### src/rtl/dpt_pkg.sv
package dpt_pkg;

    localparam int unsigned PAT_W = 64;
    localparam int unsigned DIV_W = 32;
    localparam int unsigned REP_W = 10;
    localparam int unsigned LEN_W = $clog2(PAT_W);

    // divider state: count of system clocks and current output clock phase
    typedef struct packed {
        logic [DIV_W-1:0] cnt;
        logic             phase;
    } div_st_t;

    // channel state: run flag, counters, outputs and the captured settings
    typedef struct packed {
        logic             busy;
        logic [LEN_W-1:0] bit_idx;
        logic [REP_W-1:0] rep_idx;
        logic             sda;
        logic             done;
        logic             irq;
        logic             pol;
        logic [PAT_W-1:0] pat;
        logic [LEN_W-1:0] len;
        logic [REP_W-1:0] reps;
        logic [DIV_W-1:0] div;
    } ch_st_t;

endpackage

### src/rtl/dpt_clkdiv.sv
module dpt_clkdiv
    import dpt_pkg::*;
(
    input  logic             clk_i,
    input  logic             rst_ni,
    input  logic             run_i,
    input  logic [DIV_W-1:0] limit_i,
    output logic             tick_o,
    output logic             phase_o
);

    div_st_t st_d, st_q;
    logic    hit;

    always_comb begin
        st_d = st_q;
        hit  = run_i && (st_q.cnt == limit_i);
        if (!run_i) begin
            st_d = '0;
        end else if (hit) begin
            st_d.cnt   = '0;
            st_d.phase = ~st_q.phase;
        end else begin
            st_d.cnt = st_q.cnt + 1'b1;
        end
    end

    always_ff @(posedge clk_i or negedge rst_ni) begin
        if (!rst_ni) begin
            st_q <= '0;
        end else begin
            st_q <= st_d;
        end
    end

    assign tick_o  = hit;
    assign phase_o = st_q.phase;

endmodule

### src/rtl/dpt_step.sv
// Bit and repetition counter cascade: next values and the final-bit flag.
module dpt_step
    import dpt_pkg::*;
(
    input  logic             adv_i,
    input  logic [LEN_W-1:0] bit_i,
    input  logic [REP_W-1:0] rep_i,
    input  logic [LEN_W-1:0] len_i,
    input  logic [REP_W-1:0] reps_i,
    output logic [LEN_W-1:0] bit_o,
    output logic [REP_W-1:0] rep_o,
    output logic             last_o
);

    logic bit_wrap;
    logic rep_en;
    logic rep_wrap;

    always_comb begin
        bit_wrap = (bit_i == len_i);
        rep_en   = adv_i && bit_wrap;
        rep_wrap = (rep_i == reps_i);

        if (!adv_i) begin
            bit_o = bit_i;
        end else if (bit_wrap) begin
            bit_o = '0;
        end else begin
            bit_o = bit_i + 1'b1;
        end

        if (!rep_en) begin
            rep_o = rep_i;
        end else if (rep_wrap) begin
            rep_o = '0;
        end else begin
            rep_o = rep_i + 1'b1;
        end

        last_o = rep_en && rep_wrap;
    end

endmodule

### src/rtl/dpt_channel.sv
module dpt_channel
    import dpt_pkg::*;
(
    input  logic             clk_i,
    input  logic             rst_ni,
    input  logic             ena_i,
    input  logic             start_i,
    input  logic             pol_i,
    input  logic [PAT_W-1:0] pat_i,
    input  logic [DIV_W-1:0] div_i,
    input  logic [LEN_W-1:0] len_i,
    input  logic [REP_W-1:0] reps_i,
    output logic             sda_o,
    output logic             scl_o,
    output logic             done_o,
    output logic             irq_o
);

    ch_st_t           st_d, st_q;
    logic             tick;
    logic             phase;
    logic             adv;
    logic [LEN_W-1:0] bit_nxt;
    logic [REP_W-1:0] rep_nxt;
    logic             last;

    dpt_clkdiv u_div (
        .clk_i   (clk_i),
        .rst_ni  (rst_ni),
        .run_i   (st_q.busy),
        .limit_i (st_q.div),
        .tick_o  (tick),
        .phase_o (phase)
    );

    // a bit ends when the divided clock returns to its idle phase
    assign adv = st_q.busy && tick && phase;

    dpt_step u_step (
        .adv_i  (adv),
        .bit_i  (st_q.bit_idx),
        .rep_i  (st_q.rep_idx),
        .len_i  (st_q.len),
        .reps_i (st_q.reps),
        .bit_o  (bit_nxt),
        .rep_o  (rep_nxt),
        .last_o (last)
    );

    always_comb begin
        st_d      = st_q;
        st_d.done = 1'b0;
        if (!ena_i) begin
            st_d = '0;
        end else if (start_i && !st_q.busy) begin
            st_d.busy    = 1'b1;
            st_d.bit_idx = '0;
            st_d.rep_idx = '0;
            st_d.pat     = pat_i;
            st_d.div     = div_i;
            st_d.len     = len_i;
            st_d.reps    = reps_i;
            st_d.pol     = pol_i;
            st_d.sda     = pat_i[0];
            st_d.irq     = 1'b0;
        end else if (adv) begin
            st_d.bit_idx = bit_nxt;
            st_d.rep_idx = rep_nxt;
            if (last) begin
                st_d.busy = 1'b0;
                st_d.done = 1'b1;
                st_d.irq  = 1'b1;
                st_d.sda  = 1'b0;
            end else begin
                st_d.sda = st_q.pat[bit_nxt];
            end
        end
    end

    always_ff @(posedge clk_i or negedge rst_ni) begin
        if (!rst_ni) begin
            st_q <= '0;
        end else begin
            st_q <= st_d;
        end
    end

    assign sda_o  = st_q.sda;
    assign scl_o  = st_q.busy ? (phase ^ st_q.pol) : pol_i;
    assign done_o = st_q.done;
    assign irq_o  = st_q.irq;

endmodule

### src/rtl/dual_pattern_tx.sv
module dual_pattern_tx
    import dpt_pkg::*;
#(
    parameter int unsigned NUM_CH = 2
) (
    input  logic                          clk_i,
    input  logic                          rst_ni,
    input  logic [NUM_CH-1:0]             ena_i,
    input  logic [NUM_CH-1:0]             start_i,
    input  logic [NUM_CH-1:0]             pol_i,
    input  logic [NUM_CH-1:0][PAT_W-1:0]  pattern_i,
    input  logic [NUM_CH-1:0][DIV_W-1:0]  prediv_i,
    input  logic [NUM_CH-1:0][LEN_W-1:0]  len_i,
    input  logic [NUM_CH-1:0][REP_W-1:0]  reps_i,
    output logic [NUM_CH-1:0]             sda_o,
    output logic [NUM_CH-1:0]             scl_o,
    output logic [NUM_CH-1:0]             done_o,
    output logic [NUM_CH-1:0]             irq_o
);

    for (genvar c = 0; c < NUM_CH; c++) begin : g_ch
        dpt_channel u_ch (
            .clk_i   (clk_i),
            .rst_ni  (rst_ni),
            .ena_i   (ena_i[c]),
            .start_i (start_i[c]),
            .pol_i   (pol_i[c]),
            .pat_i   (pattern_i[c]),
            .div_i   (prediv_i[c]),
            .len_i   (len_i[c]),
            .reps_i  (reps_i[c]),
            .sda_o   (sda_o[c]),
            .scl_o   (scl_o[c]),
            .done_o  (done_o[c]),
            .irq_o   (irq_o[c])
        );
    end

endmodule

### config.mk
export PLATFORM = sky130hd
export DESIGN_NAME = dual_pattern_tx
export DESIGN_NICKNAME = d
export VERILOG_FILES = /design/src/rtl/dpt_pkg.sv /design/src/rtl/dpt_clkdiv.sv /design/src/rtl/dpt_step.sv /design/src/rtl/dpt_channel.sv /design/src/rtl/dual_pattern_tx.sv
export SDC_FILE = /design/constraint.sdc
export NUM_CORES = 1
export LEC_CHECK = 0
export ABC_AREA = 0
export CORE_MARGIN = 2
export CORE_UTILIZATION = 50
export CTS_CLUSTER_SIZE = 20
export DETAILED_ROUTE_END_ITERATION = 8
export GPL_TIMING_DRIVEN = 0
export PLACE_DENSITY_LB_ADDON = 0.25
export SLEW_MARGIN = 20
export SYNTH_ARGS = -nofsm -noshare
export SYNTH_HDL_FRONTEND = slang
export SYNTH_SLANG_ARGS = --single-unit
### constraint.sdc
create_clock -name clk_i -period 3 [get_ports clk_i]
set_clock_uncertainty 0.05 [all_clocks]
set_input_delay 0.3 -clock clk_i [delete_from_list [all_inputs] [get_ports clk_i]]
set_output_delay 0.3 -clock clk_i [all_outputs]
set_load 0.01 [all_outputs]
==> impl_results.md <==
- Ys Warns: 0
- Clock buffer depth: 3
- Worst Path Max Fanout: 3
- Core area: 32400 um^2
- Post-Syn Nets: between 1.5k and 2k
- Initial Util: 50.5%
- Worst relative slew slack: between 30% and 40%
- FF+latch count, synth: approximately 330
- Ys async rst share: 100%
- Drc violations: 0
- Nets@finish: approximately 2.1k
- Routed wire length: about 46 mm
- Post-Syn Area per Cell: around 11 um^2
- Antenna violations before repair: 4
- Cells after DPL: roughly 2.2k
- Worst Setup End Kind: register
- I/O Buffers: around 240
- Die ar.: between 30000 and 40000 um^2
- Clk pwr share: 42.0%
- Setup-failing EPs final: 2
- Crit. path cell count: 13
- Final hold vios: 0
- All-layer global routing usage: between 20% and 30%
- Crit-path max cell delay: between 0.4 and 0.5 ns
- Critical path type: reg -> reg
- Vias per cell: ~5.9
- Clock transition at path regs: around 0.060 ns
- Most frequent cells in the layout: dfrtp_1, clkdlybuf4s50_1, a22o_1, nor2_1, xor2_1
- Die height: between 150 and 200 um
- CP Cell Sequence: xor2_2 > nor4_4 > nand4_1 > buf_6 > buf_4 > nor4_4 > buf_4 > xor2_2 > nand2_1 > a211oi_1 > nor4_2 > o211ai_1 > o211ai_1
- RSZ-0062 raised after global routing: yes
- Setup ws final: -0.260 ns
- Req. time, crit path: between 3 and 4 ns
- CTS Root Cell: clkbuf_16
- Critical Path AT: roughly 3.6 ns
- Sequential fraction of the synthesis area: 50.9%
- Vias in the first global route: roughly 13k
- Fin cells: 2314
- Lkg Pwr: 9.78 nW
- Crit-path slowest cell: dfrtp_2
- Largest area contributor in the netlist: dfrtp_1
- Final setup TNS: -0.387 ns
- Row cnt: 66
- Die W: roughly 180 um
- Clock latency on the worst-skew pair: 0.52 ns
- Worst-margin pin slew: 1.04 ns
- Unique masters post-synth: 75
- Max-cap viol count: 0
- Post-synth top area share: about half
- TritonCTS clock tree: done
- Sw Share: between 20% and 30%
- Bufs and invs on worst path: 3
- I/O pins: 240
- Antenna viol nets, final: 0
- Failing checks: negative setup slack
- Syn Std Cell Area: 16300 um^2
- Crit path max-delay family: simple AND/OR/NAND/NOR gates
- Combinational power share: between 10% and 20%
- Gpl congestion: approximately 0.97
- Startpoint types: register
- Gr ovfl total: 0
- Syn Inst Count: around 1.5k
- Tmin final: 3.26 ns
- Slew Viols, Final: 0
- Run status: finished, violations left
- Share of power burned in registers: between 40% and 50%
- Area growth from synthesis to layout: 33.3%
- First-pass GRT wire length: between 70 and 80 mm
- Most common cell after layout, fill and taps aside: dfrtp_1
- Clock sinks: approximately 330
- Max Fclk: about 300 MHz
- Initial DRC Count: about 1.1k
- Largest net degree at the start of global routing: 101
- Ys flop type: dfrtp_1
- Final HPWL DP: 31.3 mm
- Final period utilization: 109%
- Power per cell area: 517 nW/um^2
- Synth area leaders: dfrtp_1, a22o_1, xor2_1, xnor2_1, nor2_1
- Reg2reg path depth: 13
- Via count: about 14k
- Share of layout cells above drive strength 1: approximately 15%
- TritonRoute pass-1 iters: 6
- H-tree Lvls: 2
- Switch Pwr: between 2 and 3 mW
- CTS Buf Count: 36
- Number of flops mapped to enable cells by yosys: 0
- Hold Path Class: in -> async
- Max VDD drop: between 0.0007 and 0.0008 V
- Routed wire per std cell: between 15 and 20 um
- Int Power: between 8 and 9 mW
layout make-up:
cell class / count / area [um^2]
fillers: 2492 / 10600
flip-flops and latches: 332 / 8320
multi-input cells: 1043 / 7990
repair buffers: 313 / 3060
clock buffers: 47 / 1020
well taps: 442 / 553
plain buffers: 101 / 518
clock inverters: 19 / 243
inverters: 15 / 56.3
diodes: 2 / 5.00
repair_timing:
item,in CTS,in global routing
endpoints found under the hold margin,69,0
pin swaps,40,34
gates resized for setup,66,74
cloned,0,2
setup endpoints to repair,27,88
hold buffers,1,0
buffers inserted,41,28
worst paths after layout:
path	start	to	slack, ns
max in group asynchronous	rst_ni	g_ch[0].u_ch.st_q[67]	1.68
worst max register to register	g_ch[1].u_ch.u_div.st_q[22]	g_ch[1].u_ch.sda_o	-0.26
worst min-delay path	rst_ni	g_ch[1].u_ch.u_div.st_q[19]	0.29
min in group clk_i	pattern_i[113]	g_ch[1].u_ch.st_q[97]	0.33
worst min register to register	g_ch[1].u_ch.st_q[99]	g_ch[1].u_ch.st_q[99]	0.45
worst max-delay path	g_ch[1].u_ch.u_div.st_q[22]	g_ch[1].u_ch.sda_o	-0.26
Yosys cell counts, types with 3 or more instances:
cell type	instances
ha_1	6
or3_1	8
a211oi_1	11
nand2b_1	7
nand4_1	16
o31ai_1	6
nor4_2	11
o21ai_0	52
a21oi_1	24
o211a_1	4
buf_2	9
nand2_1	76
mux2_2	5
a32o_1	3
inv_1	15
o2111ai_1	3
nor3_1	11
a31oi_1	8
a2111oi_0	3
nand3_1	71
a311oi_1	7
xor2_1	110
buf_6	3
and4_1	11
a21boi_0	6
and2_1	14
a32oi_1	8
o211ai_1	7
mux2i_1	29
dfrtp_1	332
nor2_1	127
nor4_1	13
xnor2_1	56
a22o_1	226
buf_4	12
nor2b_1	7
clkbuf_1	78
mux4_2	6
and3_1	37
a22oi_1	5
o31a_1	7
power by group through the flow:
stage                     logic (mW)  clock network [mW]  registers [mW]
after floorplan                0.759                   0            4.92
after global placement          1.40                   0            4.99
after detailed placement        1.43                   0            4.99
after CTS                       1.54                4.79            4.91
after global routing            1.74                4.99            4.94
final                           1.61                4.72            4.92
registers in the layout, summed over array words and instances, names as in the netlist:
| signal | count |
|---|---|
| g_ch.u_ch.u_div.phase_o | 2 |
| g_ch.u_ch.done_o | 2 |
| g_ch.u_ch.sda_o | 2 |
| g_ch.u_ch.irq_o | 2 |
| g_ch.u_ch.u_div.st_q | 64 |
| g_ch.u_ch.st_q | 260 |
cells by family after synthesis:
| group | share of synthesized area, % |
|---|---|
| adder cells (fa/ha/maj) | 0.460 |
| AND/OR/NAND/NOR | 13.6 |
| XOR/XNOR | 8.90 |
| multiplexers | 3.18 |
| flip-flops | 50.9 |
| buffers and inverters | 3.22 |
| AO/OA/AOI/OAI | 19.8 |
stage by stage:
step / instance area [um^2] / hold WS, ns / setup WS, ns / power (mW) / util (%)
after CTS: 21300 / 0.314 / -0.194 / 11.2 / 65.7
after global placement: 19300 / 0.434 / -12.57 / 6.39 / 59.6
final: 21800 / 0.291 / -0.260 / 11.3 / 67.2
after detailed placement: 19400 / 0.263 / -0.940 / 6.42 / 59.8
after global routing: 21800 / 0.310 / -0.377 / 11.7 / 67.2
after floorplan: 16300 / -0.0456 / 0.0303 / 5.68 / -
metal layers:
metal / share of wire (%) / global-route usage, % / wire length (um)
met1: 44 / 37.8 / 20400
met3: 7.0 / 4.94 / 3220
met4: 2.9 / 8.35 / 1340
met5: 0.065 / 0 / 30
met2: 46 / 40.3 / 21000
worst register-to-register path, stage by stage, from the launching register on:
cell and delay [ns]:
dfrtp_2 0.42, xor2_2 0.19, nor4_4 0.34, nand4_1 0.16, buf_6 0.17, buf_4 0.15, nor4_4 0.30, buf_4 0.19
xor2_2 0.28, nand2_1 0.13, a211oi_1 0.30, nor4_2 0.08, o211ai_1 0.23, o211ai_1 0.12
Power figures use the tool's default switching activity.
